File: config.mk
export PLATFORM = sky130hd
export DESIGN_NAME = shrot_unit
export DESIGN_NICKNAME = d
export VERILOG_FILES = /design/src/rtl/shrot_unit.sv
export SDC_FILE = /design/constraint.sdc
export NUM_CORES = 1
export LEC_CHECK = 0
export ABC_CLOCK_PERIOD_IN_PS = 1100
export CELL_PAD_IN_SITES_DETAIL_PLACEMENT = 1
export CELL_PAD_IN_SITES_GLOBAL_PLACEMENT = 1
export CORE_UTILIZATION = 45
export DETAILED_ROUTE_END_ITERATION = 12
export DONT_BUFFER_PORTS = 1
export PLACE_DENSITY = 0.78
export SLEW_MARGIN = 20
export SYNTH_ARGS = -nofsm -noshare
export SYNTH_HDL_FRONTEND = slang
export SYNTH_SLANG_ARGS = --single-unit
File: constraint.sdc
create_clock -name clk -period 1.1 [get_ports clk]
set_input_delay 0.275 -clock clk [delete_from_list [all_inputs] [get_ports clk]]
set_output_delay 0.275 -clock clk [all_outputs]
set_load 0.02 [all_outputs]
File: src/rtl/shrot_unit.sv
module shrot_unit #(
  parameter int W     = 64,
  parameter int CNT_W = 8
) (
  input  logic             clk,
  input  logic             rst_n,
  input  logic             vld,
  input  logic [3:0]       op,
  input  logic [W-1:0]     opnd,
  input  logic [CNT_W-1:0] cnt,
  input  logic             cf_in,
  input  logic             of_in,
  input  logic             sf_in,
  output logic [W-1:0]     res,
  output logic             cf,
  output logic             done
);
  localparam int SW = $clog2(W);

  localparam logic [3:0] OP_ROL  = 4'd0;
  localparam logic [3:0] OP_ROR  = 4'd1;
  localparam logic [3:0] OP_SHL  = 4'd2;
  localparam logic [3:0] OP_SAR  = 4'd3;
  localparam logic [3:0] OP_SETC = 4'd4;
  localparam logic [3:0] OP_SETO = 4'd5;
  localparam logic [3:0] OP_SETS = 4'd6;
  localparam logic [3:0] OP_STC  = 4'd7;
  localparam logic [3:0] OP_CLC  = 4'd8;

  logic [SW-1:0]  k;
  logic           cnt_nz, k_nz;
  logic [2*W-1:0] dbl, rol_w, ror_w;
  logic [W-1:0]   rol_r, ror_r;
  logic [W:0]     shl_w, sar_w;
  logic [W-1:0]   nxt_res;
  logic           nxt_cf;

  assign k      = cnt[SW-1:0];
  assign cnt_nz = |cnt;
  assign k_nz   = |k;
  assign dbl    = {opnd, opnd};
  assign rol_w  = dbl << k;
  assign ror_w  = dbl >> k;
  assign rol_r  = rol_w[2*W-1:W];
  assign ror_r  = ror_w[W-1:0];
  assign shl_w  = {1'b0, opnd} << k;
  assign sar_w  = $signed({opnd, 1'b0}) >>> k;

  always_comb begin
    nxt_res = res;
    nxt_cf  = cf;
    unique case (op)
      OP_ROL: begin
        if (!cnt_nz)     begin nxt_res = opnd;  nxt_cf = cf_in;      end
        else if (!k_nz)  begin nxt_res = opnd;  nxt_cf = opnd[W-1];  end
        else             begin nxt_res = rol_r; nxt_cf = rol_r[0];   end
      end
      OP_ROR: begin
        if (!cnt_nz)     begin nxt_res = opnd;  nxt_cf = cf_in;      end
        else if (!k_nz)  begin nxt_res = opnd;  nxt_cf = opnd[0];    end
        else             begin nxt_res = ror_r; nxt_cf = ror_r[W-1]; end
      end
      OP_SHL: begin
        if (!k_nz)       begin nxt_res = opnd;          nxt_cf = cf_in;    end
        else             begin nxt_res = shl_w[W-1:0];  nxt_cf = shl_w[W]; end
      end
      OP_SAR: begin
        if (!k_nz)       begin nxt_res = opnd;          nxt_cf = cf_in;    end
        else             begin nxt_res = sar_w[W:1];    nxt_cf = sar_w[0]; end
      end
      OP_SETC: begin nxt_res = '0; nxt_res[0] = cf_in; nxt_cf = cf_in; end
      OP_SETO: begin nxt_res = '0; nxt_res[0] = of_in; nxt_cf = cf_in; end
      OP_SETS: begin nxt_res = '0; nxt_res[0] = sf_in; nxt_cf = cf_in; end
      OP_STC:  nxt_cf = 1'b1;
      OP_CLC:  nxt_cf = 1'b0;
      default: ;
    endcase
  end

  always_ff @(posedge clk or negedge rst_n) begin
    if (!rst_n) begin
      res  <= '0;
      cf   <= 1'b0;
      done <= 1'b0;
    end else begin
      done <= vld;
      if (vld) begin
        res <= nxt_res;
        cf  <= nxt_cf;
      end
    end
  end
endmodule


==> results of run 1 <==
## logic make-up after synthesis
kind of cell | after synthesis | share of synthesized area [%]
buffers and inverters | 195 | 5.98
AO/OA/AOI/OAI | 539 | 23.7
AND/OR/NAND/NOR | 435 | 12.2
flip-flops | 66 | 10.4
multiplexers | 484 | 47.7
## through the flow
step	setup slack (ns)	cell area [um^2]	TNS (ns)
after floorplan	-1.52	16200	-84.83
after global placement	-1.71	20500	-86.02
after detailed placement	-1.68	20500	-89.80
after CTS	-1.09	22800	-66.71
## what timing repair did
| item | 4_1_cts |
|---|---|
| hold buffers | 1 |
| setup endpoints to repair | 129 |
| gates resized for setup | 368 |
| pin swaps | 93 |
| endpoints found under the hold margin | 67 |
| buffers inserted | 69 |
==> results.toml, run 1 <==
[run_status]
run_status = "did not finish"
stop_stage = "global routing (5_1_grt)"
tool.error = "[ERROR GRT-0183] Net opnd[12]: the 3D maze router ran out of legal paths (heap underflow) - the net is boxed in by local congestion or blockages."

[logic_synthesis]
syn_avg_cell_area_um2 = 9.23
yosysSeqAreaShare_pct = 10.4
synth_common_cells = "187 x mux4_2, 165 x nor2_1, 153 x mux2i_1"
ys.warnings.count = 0
synth_top_area_share_pct = 26.5
synth_most_common_cell = "mux4_2"
syn-instance-count = 1719
yosysTopAreaCell = "mux4_2"
ys_ff_latch = 66
synth_area_leaders = "mux4_2 27%, dfrtp_1 10%, mux2i_1 9.6%"
syn-num-nets = 1801
ys_async_sr_fraction_pct = 100
syn_area_um2 = 15900
synth-edff-count = 0
synthFlopType = "dfrtp_1"
yosysUniqueCellTypes = 86

[die]
placementRows = 68
die_x_um = 190
initial_core_util_pct = 45.8
ios = 148
dieHeight_um = 190

[global_routing]
grt_max_degree = 149

[placement]
io_buffer_count = 0
gp_congestion = 1.13
place_inst = 2560
dp_hpwl_um = 84200

[clock_tree]
cts_htree_levels = 3
cts_made_buffers = 9
root_buffer = "clkbuf_16"
clock_path_buffers = 2
clkSinkCount = 66
==> inputs of run 2 (changes only) <==
==> config.mk (replaced) <==
export PLATFORM = sky130hd
export DESIGN_NAME = shrot_unit
export DESIGN_NICKNAME = d
export VERILOG_FILES = /design/src/rtl/shrot_unit.sv
export SDC_FILE = /design/constraint.sdc
export NUM_CORES = 1
export LEC_CHECK = 0
export ABC_CLOCK_PERIOD_IN_PS = 1450
export CORE_UTILIZATION = 30
export DETAILED_ROUTE_END_ITERATION = 12
export DONT_BUFFER_PORTS = 1
export PLACE_DENSITY_LB_ADDON = 0.15
export SLEW_MARGIN = 20
export SYNTH_ARGS = -nofsm -noshare
export SYNTH_HDL_FRONTEND = slang
export SYNTH_SLANG_ARGS = --single-unit
==> constraint.sdc (replaced) <==
create_clock -name clk -period 1.45 [get_ports clk]
set_input_delay 0.3625 -clock clk [delete_from_list [all_inputs] [get_ports clk]]
set_output_delay 0.3625 -clock clk [all_outputs]
set_load 0.02 [all_outputs]
==> results.toml, run 2 <==
[placement]
pre_cts_slack_ns = -1.71
gp_congestion = 1.06
dp_hpwl_um = 96000
dpl_cell_area_um2 = 20700
io_buffer_count = 0

[clock_tree]
clk_pin_slew_worst_paths_ns = 0.08
root_buffer = "clkbuf_16"
cts_made_buffers = 9
cts_htree_levels = 3
clock_path_buffers = 2
cts_tree = "yes"
clkSinkCount = 66
ctsHoldBuffers = 1
clk_latency_ns = 0.38

[global_routing]
grt_pass1_wl_um = 166000
grt_usage_pct = 45.5
grt_pass1_vias = 19100
grt-ovfl-total = 0
grt_antenna_before_repair = 14
grt_max_degree = 149

[cells_and_area]
final_cell_mix = "504 x buf_4, 200 x mux4_2, 131 x nand2_1"
fin_area_um2 = 23400
mostFrequentLayoutCell = "buf_4"
final_nets = 2243
largest-register = "res"
top_regs = "res x64, cf x1, done x1"
largest_reg_flops = 64
syn_to_final_growth_pct = 47.5
drive_above_1_share_pct = 59.1

[die]
placementRows = 83
die_x_um = 232
ios = 148
dieArea_um2 = 53800
initial_core_util_pct = 30.6
dieHeight_um = 232
core_area_um2 = 51800

[setup_path]
worstPathRequired_ns = 1.71
arrival_ns = 2.64
slowest_delay_ns = 0.58
critPathSlowestCell = "mux4_2"
critPathKind = "in2reg"
critPathCaptureType = "register"
cp-start-kind = "input port"
worst-path-max-fanout = 148
path_cells = "mux4_2, mux4_2, mux2i_4, buf_6, and2_4, a211o_1, a31oi_2, a221o_1"
cpMostUsedCell = "mux4_2"

[logic_synthesis]
synth_area_leaders = "mux4_2 27%, dfrtp_1 10%, mux2i_1 9.6%"
ys_async_sr_fraction_pct = 100
syn-num-nets = 1801
yosysUniqueCellTypes = 86
synth-edff-count = 0
synthFlopType = "dfrtp_1"
yosysTopAreaCell = "mux4_2"
synthAdderAreaFrac_pct = 0
syn-instance-count = 1719
synthSimpleGateAreaFrac_pct = 12.2
synth_common_cells = "187 x mux4_2, 165 x nor2_1, 153 x mux2i_1"
yosysSeqAreaShare_pct = 10.4
ys.warnings.count = 0
syn_avg_cell_area_um2 = 9.23
synth_most_common_cell = "mux4_2"
synth_top_family_by_area = "multiplexers"
synth_compound_area_share_pct = 23.7
syn_area_um2 = 15900
ys_ff_latch = 66
synthMuxAreaShare_pct = 47.7
synthXorXnorAreaFrac_pct = 0
synth_top_area_share_pct = 26.5

[timing]
slew-limit-headroom_pct = 39.9
skew_ns = 0
period_share_pct = 164
fin_ws_ns = -0.932
setup_viol = 66
hold_slack_ns = -0.330
final.min_clock_period_ns = 2.38
slew_violations = 0
final_hold_viol_count = 66
rsz0062_at_grt = "yes"
clock.fmax_mhz = 420
tightest_slew_ns = 0.899

[power]
power_density_nw_per_um2 = 717
leakage_nw = 9.25
peakVddDrop_uv = 419

[detailed_routing]
finalWirelength_um = 124000
drc = 0
ant_nets = 0
drtPass1Iterations = 6
wl_per_cell_um = 43.4
via_per_inst = 7.01
vias = 20000
drtIter0Drc = 2936

[worst_hold_path]
hold_class = "in2async"

[flow_run]
cap_violations = 0

[run_status]
violations = "negative hold slack, negative setup slack"
run_status = "finished with violations"
run 2: cell counts after synthesis:
No cell type changed its count.
run 2: cell type report:
cell class / instances / area, um^2
well taps: 680 / 851
clock buffers: 9 / 225
diodes: 12 / 30.0
clock inverters: 7 / 100
flip-flops and latches: 66 / 1660
multi-input cells: 1458 / 15100
inverters: 6 / 58.8
fillers: 5052 / 28400
repair buffers: 620 / 5350
run 2: power breakdown:
part,internal (mW),switching (mW),total [mW]
Clock,1.52,1.12,2.65
Combinational,5.39,5.83,11.2
Sequential,2.18,0.744,2.92
run 2: through the flow:
step	std cells	setup TNS (ns)	utilization, %	total power [mW]	hold slack, ns
after floorplan	1719	-67.76	-	7.80	0.0669
after CTS	2829	-38.88	43.3	15.8	-0.342
after detailed placement	2785	-71.69	39.9	12.3	0.0695
after global routing	2848	-43.24	45.1	17.1	-0.334
final	2858	-46.73	45.2	16.8	-0.330
after global placement	2785	-71.64	39.9	12.3	0.0687
run 2: kinds of logic (layout without fill, tap and decap cells):
group / after synthesis / after routing
multiplexers: 484 / 484
flip-flops: 66 / 66
other: 0 / 12
AO/OA/AOI/OAI: 539 / 539
AND/OR/NAND/NOR: 435 / 435
buffers and inverters: 195 / 642
run 2: final timing paths:
check                      cells past startpoint  slack, ns             endpoint           startpoint
min reg2reg                                    2       0.59  res[54]$_DFFE_PN0P_  res[54]$_DFFE_PN0P_
max in group asynchronous                      0       1.62  res[10]$_DFFE_PN0P_                rst_n
max                                            8      -0.93  res[53]$_DFFE_PN0P_               cnt[0]
max reg2reg                                    2      -0.15   res[5]$_DFFE_PN0P_   res[5]$_DFFE_PN0P_
min                                            0      -0.33  res[19]$_DFFE_PN0P_                rst_n
min in group clk                               2       0.11  res[27]$_DFFE_PN0P_             opnd[27]
run 2: worst max-delay path, delay by kind of cell:
kind	cells	cell delay, ns
muxes	3	1.40
AOI/OAI and AO/OA	3	0.49
buffers and inverters	1	0.15
and+or+nand+nor	1	0.13
run 2: what timing repair did:
| action | in CTS | in global routing |
|---|---|---|
| cloned | 0 | 1 |
| resized for setup | 299 | 183 |
| pin swaps | 81 | 69 |
| endpoints found under the setup margin | 70 | 66 |
| endpoints found under the hold margin | 67 | 66 |
| setup buffers | 42 | 20 |
run 2: per-layer routing:
metal  wire, um  vias up  GRT usage (%)
li1           -     7889              -
met1      51400    10200           64.8
met2      48300     1652           60.8
met3      18800      288           17.6
met4       5530        8           17.3
met5         55        -          0.368
(Power assumes the default switching activity.)
==> inputs of run 3 (changes only) <==
--- a/config.mk
+++ b/config.mk
@@ -6,10 +6,12 @@
 export NUM_CORES = 1
 export LEC_CHECK = 0
 export ABC_CLOCK_PERIOD_IN_PS = 1450
+export CAP_MARGIN = 20
 export CORE_UTILIZATION = 30
 export DETAILED_ROUTE_END_ITERATION = 12
 export DONT_BUFFER_PORTS = 1
 export PLACE_DENSITY_LB_ADDON = 0.15
+export SKIP_LAST_GASP = 1
 export SLEW_MARGIN = 20
 export SYNTH_ARGS = -nofsm -noshare
 export SYNTH_HDL_FRONTEND = slang
==> results.toml, run 3 (same netlist as run 2, synthesis figures left out) <==
[power]
power_density_nw_per_um2 = 722
leakage_nw = 9.13
peakVddDrop_uv = 410
p_total_mw = 16.6

[timing]
setup_viol = 66
slew-limit-headroom_pct = 39.3
fin_ws_ns = -0.910
rsz0062_at_grt = "yes"
clock.fmax_mhz = 424
final_hold_viol_count = 66
final.min_clock_period_ns = 2.36
skew_ns = 0
slew_violations = 0
tightest_slew_ns = 0.911
hold_slack_ns = -0.326
period_share_pct = 163

[cells_and_area]
drive_above_1_share_pct = 57.2
final_nets = 2236
largest-register = "res"
fin_area_um2 = 23000
multi_input_area_um2 = 14900
syn_to_final_growth_pct = 44.9
top_regs = "res x64, cf x1, done x1"
seq_area_um2 = 1660
n_fill_cell = 5056
final_cell_mix = "512 x buf_4, 200 x mux4_2, 136 x nor2_1"
mostFrequentLayoutCell = "buf_4"
largest_reg_flops = 64

[flow_run]
cap_violations = 0

[clock_tree]
clock_path_buffers = 2
ctsHoldBuffers = 1
clkSinkCount = 66
clk_latency_ns = 0.38
cts_tree = "yes"
cts_made_buffers = 9
root_buffer = "clkbuf_16"
cts_htree_levels = 3
clk_pin_slew_worst_paths_ns = 0.07

[placement]
dpl_cell_area_um2 = 20700
io_buffer_count = 0
gp_congestion = 1.06
dp_hpwl_um = 96000

[detailed_routing]
drtIter0Drc = 2969
drc = 0
finalWirelength_um = 124000
via_per_inst = 7.09
drtPass1Iterations = 6
vias = 20200
ant_nets = 0
wl_per_cell_um = 43.6

[setup_path]
rr_worst_depth = 2
cp-start-kind = "input port"
reg2reg_from = "res[4]$_DFFE_PN0P_"
r2r_slack_ns = -0.17
worst-path-max-fanout = 148
arrival_ns = 2.61
critPathKind = "in2reg"
critPathCaptureType = "register"
r2r_end = "res[4]$_DFFE_PN0P_"
worstPathRequired_ns = 1.70

[die]
core_area_um2 = 51800
ios = 148
die_x_um = 232
dieHeight_um = 232
initial_core_util_pct = 30.6
dieArea_um2 = 53800
placementRows = 83

[run_status]
violations = "negative hold slack, negative setup slack"
run_status = "finished with violations"

[global_routing]
grt_pass1_wl_um = 166000
grt-ovfl-total = 0
grt_pass1_vias = 18900
grt_max_degree = 149
grt_antenna_before_repair = 15
grt_usage_pct = 45.5

[worst_hold_path]
hold_class = "in2async"
-- run 3: power by group --
part | switching [mW] | internal (mW) | total, mW
logic | 5.75 | 5.27 | 11.0
registers | 0.745 | 2.18 | 2.92
clock network | 1.13 | 1.52 | 2.65
-- run 3: critical path, cell delays in order --
cell and delay, ns:
mux4_2 0.54, mux4_2 0.54, a222oi_1 0.42, buf_4 0.21
o22ai_2 0.08, a211oi_2 0.30, a211oi_2 0.06
-- run 3: layer usage --
layer / global-route usage, % / vias up / routed length [um]
met1: 65.1 / 10300 / 51700
met5: 0.368 / - / 79
met4: 16.4 / 10 / 5370
met2: 60.9 / 1736 / 48400
li1: - / 7877 / -
met3: 17.2 / 323 / 18600
-- run 3: stage by stage --
stage	setup slack, ns	cells	hold WS (ns)	setup TNS, ns	util [%]
after floorplan	-1.26	1719	0.0669	-67.76	-
after global placement	-1.77	2785	0.0687	-71.64	39.9
after detailed placement	-1.71	2785	0.0695	-71.69	39.9
after CTS	-0.844	2829	-0.342	-39.58	42.9
after global routing	-0.872	2841	-0.332	-43.90	44.3
final	-0.910	2847	-0.326	-45.62	44.4
-- run 3: area by class of cell --
class / count / area share (%)
Antenna cell: 8 / 0.0871
Clock buffer: 9 / 0.979
Clock inverter: 7 / 0.435
Inverter: 6 / 0.196
Multi-Input combinational cell: 1458 / 64.7
Sequential cell: 66 / 7.20
Tap cell: 680 / 3.70
Timing Repair Buffer: 613 / 22.7
-- run 3: worst max path at each step --
stage                                endpoint  slack, ns  cells past startpoint  startpoint
after floorplan            res[3]$_DFFE_PN0P_      -1.26                      8      cnt[0]
after global routing      res[53]$_DFFE_PN0P_      -0.87                      8      cnt[0]
after global placement     res[1]$_DFFE_PN0P_      -1.77                      8       op[0]
final                     res[37]$_DFFE_PN0P_      -0.91                      7      cnt[0]
after detailed placement   res[1]$_DFFE_PN0P_      -1.71                      8       op[0]
after CTS                 res[37]$_DFFE_PN0P_      -0.84                      7      cnt[0]
-- run 3: what timing repair did --
action,in CTS,in global routing
endpoints found under the setup margin,70,66
pin swaps,77,59
setup buffers,42,15
endpoints found under the hold margin,67,66
resized for setup,254,154
